--- config.mk ---
export PLATFORM = sky130hd
export DESIGN_NAME = circbuf_agen
export DESIGN_NICKNAME = d
export VERILOG_FILES = /design/src/rtl/circbuf_pkg.sv /design/src/rtl/circbuf_cfg.sv /design/src/rtl/circbuf_step.sv /design/src/rtl/circbuf_lane.sv /design/src/rtl/circbuf_agen.sv
export SDC_FILE = /design/constraint.sdc
export NUM_CORES = 1
export LEC_CHECK = 0
export ABC_AREA = 1
export BUFFER_PORTS_ARGS = -buffer_cell sky130_fd_sc_hd__clkbuf_2
export CAP_MARGIN = 10
export CORE_MARGIN = 4
export CORE_UTILIZATION = 45
export DETAILED_ROUTE_END_ITERATION = 6
export GPL_TIMING_DRIVEN = 0
export PLACE_DENSITY = 0.66
export REMOVE_ABC_BUFFERS = 1
export SYNTH_ARGS = -nofsm -noshare
export SYNTH_HDL_FRONTEND = slang
export SYNTH_HIERARCHICAL = 1
export SYNTH_SLANG_ARGS = --single-unit
--- constraint.sdc ---
create_clock -name clk -period 2.4 [get_ports clk]
set_clock_uncertainty 0.15 [all_clocks]
set_input_delay 0 -clock clk [delete_from_list [all_inputs] [get_ports clk]]
set_output_delay 0 -clock clk [all_outputs]
set_load 0.02 [all_outputs]
--- src/rtl/circbuf_pkg.sv ---
package circbuf_pkg;

    parameter int ADDR_W = 16;
    parameter int REG_W  = 4;

    localparam int                NUM_REGS = 1 << REG_W;
    localparam logic [REG_W-1:0]  EXCL_REG = REG_W'(NUM_REGS - 1);

    // buffer description held per data space; edges kept as word addresses
    typedef struct packed {
        logic              en;
        logic [REG_W-1:0]  sel;
        logic [ADDR_W-1:1] first_w;
        logic [ADDR_W-1:1] last_w;
    } cbuf_cfg_t;

    typedef struct packed {
        logic              vld;
        logic [ADDR_W-1:0] ptr;
    } cbuf_rsp_t;

endpackage

--- src/rtl/circbuf_cfg.sv ---
module circbuf_cfg
    import circbuf_pkg::*;
(
    input  logic              clk,
    input  logic              rst_n,
    input  logic              wr_i,
    input  logic              en_i,
    input  logic [REG_W-1:0]  sel_i,
    input  logic [ADDR_W-1:0] start_i,
    input  logic [ADDR_W-1:0] end_i,
    output cbuf_cfg_t         cfg_o
);

    cbuf_cfg_t cfg_d, cfg_q;

    always_comb begin
        cfg_d = cfg_q;
        if (wr_i) begin
            cfg_d.en      = en_i;
            cfg_d.sel     = sel_i;
            cfg_d.first_w = start_i[ADDR_W-1:1];
            cfg_d.last_w  = end_i[ADDR_W-1:1];
        end
    end

    always_ff @(posedge clk or negedge rst_n) begin
        if (!rst_n) begin
            cfg_q.en      <= 1'b0;
            cfg_q.sel     <= EXCL_REG;
            cfg_q.first_w <= '0;
            cfg_q.last_w  <= '0;
        end else begin
            cfg_q <= cfg_d;
        end
    end

    assign cfg_o = cfg_q;

    // circular mode stays off until a configuration write
    a_r1_en_needs_write: assert property (@(posedge clk) disable iff (!rst_n)
        (!wr_i && !cfg_q.en) |=> !cfg_q.en);

endmodule

--- src/rtl/circbuf_step.sv ---
module circbuf_step
    import circbuf_pkg::*;
#(
    parameter bit BYTE_OK = 1'b1
) (
    input  cbuf_cfg_t         cfg_i,
    input  logic [REG_W-1:0]  reg_i,
    input  logic [ADDR_W-1:0] ptr_i,
    input  logic              byte_i,
    input  logic              dec_i,
    output logic              mod_on_o,
    output logic [ADDR_W-1:0] next_o
);

    logic              byte_allowed;
    logic [ADDR_W-1:0] step;
    logic [ADDR_W-1:0] lin;
    logic              at_last, at_first;
    logic              wrap_up, wrap_dn;

    generate
        if (BYTE_OK) begin : g_byte_space
            assign byte_allowed = 1'b1;
        end else begin : g_word_space
            assign byte_allowed = 1'b0;
        end
    endgenerate

    always_comb begin
        step     = byte_i ? ADDR_W'(1) : ADDR_W'(2);
        lin      = dec_i ? (ptr_i - step) : (ptr_i + step);
        mod_on_o = cfg_i.en
                 && (cfg_i.sel != EXCL_REG)
                 && (reg_i == cfg_i.sel)
                 && (byte_allowed || !byte_i);
        at_last  = (ptr_i[ADDR_W-1:1] == cfg_i.last_w);
        at_first = (ptr_i[ADDR_W-1:1] == cfg_i.first_w);
        // a byte step leaves the edge word only from its far byte
        wrap_up  = mod_on_o && !dec_i && at_last  && (!byte_i ||  ptr_i[0]);
        wrap_dn  = mod_on_o &&  dec_i && at_first && (!byte_i || !ptr_i[0]);
        if (wrap_up)
            next_o = {cfg_i.first_w, 1'b0};
        else if (wrap_dn)
            next_o = {cfg_i.last_w, byte_i};
        else
            next_o = lin;
    end

endmodule

--- src/rtl/circbuf_lane.sv ---
module circbuf_lane
    import circbuf_pkg::*;
#(
    parameter bit BYTE_OK = 1'b1
) (
    input  logic              clk,
    input  logic              rst_n,
    input  logic              cfg_wr,
    input  logic              cfg_en,
    input  logic [REG_W-1:0]  cfg_sel,
    input  logic [ADDR_W-1:0] cfg_start,
    input  logic [ADDR_W-1:0] cfg_end,
    input  logic              req_vld,
    input  logic [REG_W-1:0]  req_reg,
    input  logic [ADDR_W-1:0] req_ptr,
    input  logic              req_byte,
    input  logic              req_dec,
    output logic              rsp_vld,
    output logic [ADDR_W-1:0] rsp_ptr
);

    cbuf_cfg_t         cfg_q;
    logic              mod_on;
    logic [ADDR_W-1:0] next_ptr;
    cbuf_rsp_t         rsp_d, rsp_q;

    circbuf_cfg u_cfg (
        .clk     (clk),
        .rst_n   (rst_n),
        .wr_i    (cfg_wr),
        .en_i    (cfg_en),
        .sel_i   (cfg_sel),
        .start_i (cfg_start),
        .end_i   (cfg_end),
        .cfg_o   (cfg_q)
    );

    circbuf_step #(.BYTE_OK(BYTE_OK)) u_step (
        .cfg_i    (cfg_q),
        .reg_i    (req_reg),
        .ptr_i    (req_ptr),
        .byte_i   (req_byte),
        .dec_i    (req_dec),
        .mod_on_o (mod_on),
        .next_o   (next_ptr)
    );

    always_comb begin
        rsp_d.vld = req_vld;
        rsp_d.ptr = req_vld ? next_ptr : rsp_q.ptr;
    end

    always_ff @(posedge clk or negedge rst_n) begin
        if (!rst_n) begin
            rsp_q.vld <= 1'b0;
            rsp_q.ptr <= '0;
        end else begin
            rsp_q <= rsp_d;
        end
    end

    assign rsp_vld = rsp_q.vld;
    assign rsp_ptr = rsp_q.ptr;

    // checker-side linear reference, used only by the properties below
    logic [ADDR_W-1:0] chk_lin;
    assign chk_lin = req_byte ? (req_dec ? req_ptr - ADDR_W'(1) : req_ptr + ADDR_W'(1))
                              : (req_dec ? req_ptr - ADDR_W'(2) : req_ptr + ADDR_W'(2));

    a_r2_one_cycle: assert property (@(posedge clk) disable iff (!rst_n)
        req_vld |=> rsp_vld);

    a_r2_hold: assert property (@(posedge clk) disable iff (!rst_n)
        !req_vld |=> (!rsp_vld && $stable(rsp_ptr)));

    a_r3_disabled_linear: assert property (@(posedge clk) disable iff (!rst_n)
        (req_vld && !cfg_q.en) |=> (rsp_ptr == $past(chk_lin)));

    a_r8_reg15_linear: assert property (@(posedge clk) disable iff (!rst_n)
        (req_vld && req_reg == EXCL_REG) |=> (rsp_ptr == $past(chk_lin)));

    a_r4_word_wrap_up: assert property (@(posedge clk) disable iff (!rst_n)
        (req_vld && mod_on && !req_byte && !req_dec
         && req_ptr[ADDR_W-1:1] == cfg_q.last_w)
        |=> (rsp_ptr == {$past(cfg_q.first_w), 1'b0}));

    a_r11_stays_inside: assert property (@(posedge clk) disable iff (!rst_n)
        (req_vld && mod_on && cfg_q.first_w <= cfg_q.last_w
         && req_ptr[ADDR_W-1:1] >= cfg_q.first_w
         && req_ptr[ADDR_W-1:1] <= cfg_q.last_w)
        |=> (rsp_ptr[ADDR_W-1:1] >= $past(cfg_q.first_w)
             && rsp_ptr[ADDR_W-1:1] <= $past(cfg_q.last_w)));

    generate
        if (!BYTE_OK) begin : g_word_only_chk
            a_r9_no_byte_wrap: assert property (@(posedge clk) disable iff (!rst_n)
                (req_vld && req_byte) |=> (rsp_ptr == $past(chk_lin)));
        end
    endgenerate

endmodule

--- src/rtl/circbuf_agen.sv ---
module circbuf_agen
    import circbuf_pkg::*;
(
    input  logic              clk,
    input  logic              rst_n,
    input  logic              p_cfg_wr,
    input  logic              p_cfg_en,
    input  logic [3:0]        p_cfg_sel,
    input  logic [15:0]       p_cfg_start,
    input  logic [15:0]       p_cfg_end,
    input  logic              p_req_vld,
    input  logic [3:0]        p_req_reg,
    input  logic [15:0]       p_req_ptr,
    input  logic              p_req_byte,
    input  logic              p_req_dec,
    output logic              p_rsp_vld,
    output logic [15:0]       p_rsp_ptr,
    input  logic              s_cfg_wr,
    input  logic              s_cfg_en,
    input  logic [3:0]        s_cfg_sel,
    input  logic [15:0]       s_cfg_start,
    input  logic [15:0]       s_cfg_end,
    input  logic              s_req_vld,
    input  logic [3:0]        s_req_reg,
    input  logic [15:0]       s_req_ptr,
    input  logic              s_req_byte,
    input  logic              s_req_dec,
    output logic              s_rsp_vld,
    output logic [15:0]       s_rsp_ptr
);

    // primary space: byte and word circular buffers
    circbuf_lane #(.BYTE_OK(1'b1)) u_prim (
        .clk       (clk),
        .rst_n     (rst_n),
        .cfg_wr    (p_cfg_wr),
        .cfg_en    (p_cfg_en),
        .cfg_sel   (p_cfg_sel),
        .cfg_start (p_cfg_start),
        .cfg_end   (p_cfg_end),
        .req_vld   (p_req_vld),
        .req_reg   (p_req_reg),
        .req_ptr   (p_req_ptr),
        .req_byte  (p_req_byte),
        .req_dec   (p_req_dec),
        .rsp_vld   (p_rsp_vld),
        .rsp_ptr   (p_rsp_ptr)
    );

    // secondary space: word circular buffers only
    circbuf_lane #(.BYTE_OK(1'b0)) u_sec (
        .clk       (clk),
        .rst_n     (rst_n),
        .cfg_wr    (s_cfg_wr),
        .cfg_en    (s_cfg_en),
        .cfg_sel   (s_cfg_sel),
        .cfg_start (s_cfg_start),
        .cfg_end   (s_cfg_end),
        .req_vld   (s_req_vld),
        .req_reg   (s_req_reg),
        .req_ptr   (s_req_ptr),
        .req_byte  (s_req_byte),
        .req_dec   (s_req_dec),
        .rsp_vld   (s_rsp_vld),
        .rsp_ptr   (s_rsp_ptr)
    );

endmodule

==> qor.csv <==
stage,metric,value,unit
clocking,Num CTS Buffers,9,
detailed_routing,post-route ant nets,0,
grt,initial antenna violation count,0,
sta,unrepaired setup endpoints after global routing,yes,
critical_path,Setup CP Type,flip-flop to flip-flop,
floorplanning,Top Ports,158,
grt,total track usage,25.61,%
critical_path,CP bufs+invs,3,
logic_synthesis,Yosys reg bits,104,
clocking,latest clock arrival within the worst-skew pair,0.37,ns
detailed_routing,DRC,0,
floorplanning,die height,149.6,um
logic_synthesis,main combinational cell family by area after synthesis,simple AND/OR/NAND/NOR gates,
logic_synthesis,Post-synth EDFFs,0,
clocking,H-tree levels,3,
logic_synthesis,Synth Area in Compound Gates,2.218,%
logic_synthesis,synthesized instance count,1472,
grt,vias in the first global route,8899,
final_layout,layout cells sized above 1,16.66,%
outcome,status,completed,
detailed_routing,router iterations before antenna repair,5,
sta,Worst-Margin Slew,0.8691,ns
grt,first-pass GRT wire length,45480,um
floorplanning,die width,149.6,um
sta,Final Hold Viols,0,
placed_design,placed cell count,1864,
run,max cap viols,0,
power,Peak supply drop,0.0003879,V
placed_design,DP HPWL,21590,um
critical_path,crit path max fanout,8,
sta,Final setup viols,0,
logic_synthesis,top-area cell type share of the netlist area,30.77,%
sta,hold slack,0.07205,ns
final_layout,Area Growth Syn to Fin,21.62,%
critical_path,R2R Setup Slk,0.06,ns
final_layout,Final Instance Count excl. Fillers,1958,
clocking,Worst-path clk slew,0.08,ns
floorplanning,die area,22390,um2
detailed_routing,WL/cell,14.33,um
critical_path,CP peak stage delay,0.53,ns
logic_synthesis,sequential fraction of the synthesis area,28.94,%
logic_synthesis,ys async rst share,100.0,%
grt,gr ovfl total,0,
floorplanning,FP Rows,51,
floorplanning,core footprint,19590,um2
critical_path,Worst Setup End Kind,flip-flop,
sta,final worst-path cycle share,97.65,%
critical_path,RR Startpoint,u_prim/u_cfg/cfg_o[33],
critical_path,Worst Setup SP,u_prim/u_cfg/cfg_o[33],
logic_synthesis,yosys synthesis warning count,6,
final_layout,diode count,0,
critical_path,worst-path cell chain,"inv_1, nand2_1, nand2_1, nor2_1, nand2_1, nor2_4, buf_12, inv_4, nor2_4, nand2_2, a21oi_1, nand2_1, nand2_1",
critical_path,Worst EP required,2.55,ns
sta,crit path time final,2.344,ns
detailed_routing,final WL,28060,um
logic_synthesis,"Top FF cell, synth",dfrtp_1,
logic_synthesis,largest cells by area after synthesis,"nand2_1, dfrtp_1, inv_1, nor2_1, ha_1",
logic_synthesis,Yosys top cell by area,nand2_1,
critical_path,CP Data Arrival Time,2.49,ns
floorplanning,Starting Density,46.08,%
detailed_routing,DRT iter0 DRCs,789,
logic_synthesis,mux cell area share after synthesis,0,%
power,Leak,0.006525,uW
logic_synthesis,Synth Area per Inst,6.133,um2
detailed_routing,via count,9457,
logic_synthesis,post-synthesis xor/xnor area fraction,2.037,%
hold_path,HP Class,input port to flip-flop,
hold_path,HP Start,s_req_byte,
sta,Final Max Slew Viols,0,
placed_design,IO buf count,153,
logic_synthesis,top post-synthesis cells by count,"nand2_1, inv_1, nor2_1, dfrtp_1, nand3_1",
grt,largest net degree at the start of global routing,105,
power,pwr dens,526.2,nW/um2
detailed_routing,vias per inst,4.830,
critical_path,largest delay contributor family on the critical path,simple AND/OR/NAND/NOR gates,
logic_synthesis,Netlist cell types,39,
clocking,Sinks on Clock Net,104,
sta,Highest Clock Rate,426.7,MHz
logic_synthesis,Synth Area in Adders,5.156,%
placed_design,Placer Congestion,0.9831,
logic_synthesis,Mapped Area,9027,um2
final_layout,fin nets,1848,
clocking,CTS tree,yes,
logic_synthesis,most common cell in the netlist,nand2_1,
critical_path,CP Launch Type,flip-flop,
logic_synthesis,post-synthesis simple-gate area fraction,49.76,%
sta,Slew HR,42.06,%
critical_path,"Slowest-stage cell, CP",dfstp_2,
clocking,Clock Tree Root,clkbuf_16,
clocking,maximum clock insertion buffer count,2,
critical_path,Crit path top cell by count,nand2_1,
-- final timing paths --
kind                            cells after the start               endpoint
min in group asynchronous                           2       u_sec/rsp_ptr[7]
worst min register to register                      2     u_prim/rsp_ptr[15]
max in group asynchronous                           2  u_sec/u_cfg/cfg_o[14]
worst max-delay path                               13      u_prim/rsp_ptr[4]
worst min-delay path                                6       u_sec/rsp_ptr[0]
worst max register to register                     13      u_prim/rsp_ptr[4]
-- metal layers --
layer / part of all wire [%] / up-vias / track usage [%]
met5: 0 / - / 0
met4: 1.1 / 0 / 5.034
met3: 7.7 / 23 / 4.119
met2: 42 / 320 / 38.12
met1: 49 / 4226 / 39.29
li1: - / 4888 / -
-- worst min-delay path, delay by kind of cell --
kind                       cells  cell delay (ns)
buffers and inverters          2             0.22
adders and majority gates      1             0.14
and+or+nand+nor                3             0.19
-- cell type report --
type,instances,area [um2]
fill,2012,8611
timing repair buffer,231,1570
sequential,104,2613
inverter,198,770.7
clock buffer,9,225.2
clock inverter,7,113.9
tap,265,331.6
multi-input combinational,1144,5355
-- registers in the layout, indices dropped and copies added, names as in the netlist --
| signal | cells |
|---|---|
| u_prim/rsp_ptr | 16 |
| u_prim/rsp_vld | 1 |
| u_prim/u_cfg/cfg_o | 35 |
| u_sec/rsp_ptr | 16 |
| u_sec/rsp_vld | 1 |
| u_sec/u_cfg/cfg_o | 35 |
-- cell usage in the layout, fill, tap and decap left out, types with 3 or more instances in the layout --
cell / count
dfstp_2: 8
xor2_1: 7
inv_8: 3
nand2_1: 740
nand4_1: 23
and2_1: 7
nand3_4: 4
a21oi_2: 3
nand3_1: 75
inv_2: 18
o21ai_0: 5
a21oi_1: 27
clkbuf_16: 9
clkbuf_2: 152
dlygate4sd3_1: 74
inv_1: 174
dfrtp_1: 96
nand2_2: 35
nor3_1: 9
xnor2_1: 14
o21ai_1: 5
ha_1: 34
nor2_1: 116
inv_6: 3
nor2_4: 14
nand3_2: 7
nor2_2: 8
-- where the power goes --
group | switching, uW | total [uW] | internal (uW)
sequential | 191 | 2150 | 1960
clock | 760 | 1700 | 940
combinational | 1220 | 1920 | 707
total | 2170 | 5780 | 3610
-- per-stage QoR --
step	instance area, um2	power, uW	TNS (ns)	setup WS [ns]	util (%)
2_1_floorplan	8725	3309	0	0.5046	-
3_3_place_gp	9822	3956	-30.20	-0.3260	50.14
3_5_place_dp	9831	3973	0	0.03002	50.18
4_1_cts	10910	5793	0	0.01599	55.69
5_1_grt	10980	6167	-0.1131	-0.04364	56.05
6_report	10980	5778	0	0.05636	56.05
-- repair_timing --
| item | in CTS | in global routing |
|---|---|---|
| resized for setup | 0 | 4 |
| hold buffers | 74 | 0 |
| buffers inserted | 0 | 4 |
| setup endpoints to repair | 0 | 14 |
| hold endpoints to repair | 195 | 0 |
-- cells by family (layout without fill, tap and decap cells) --
group | after synthesis | after routing
compound gates | 40 | 40
flops | 104 | 104
buf+inv | 224 | 445
xor+xnor | 21 | 21
fa+ha+maj | 36 | 36
simple gates | 1047 | 1047
Note: power is estimated with default switching activity, not from simulation.
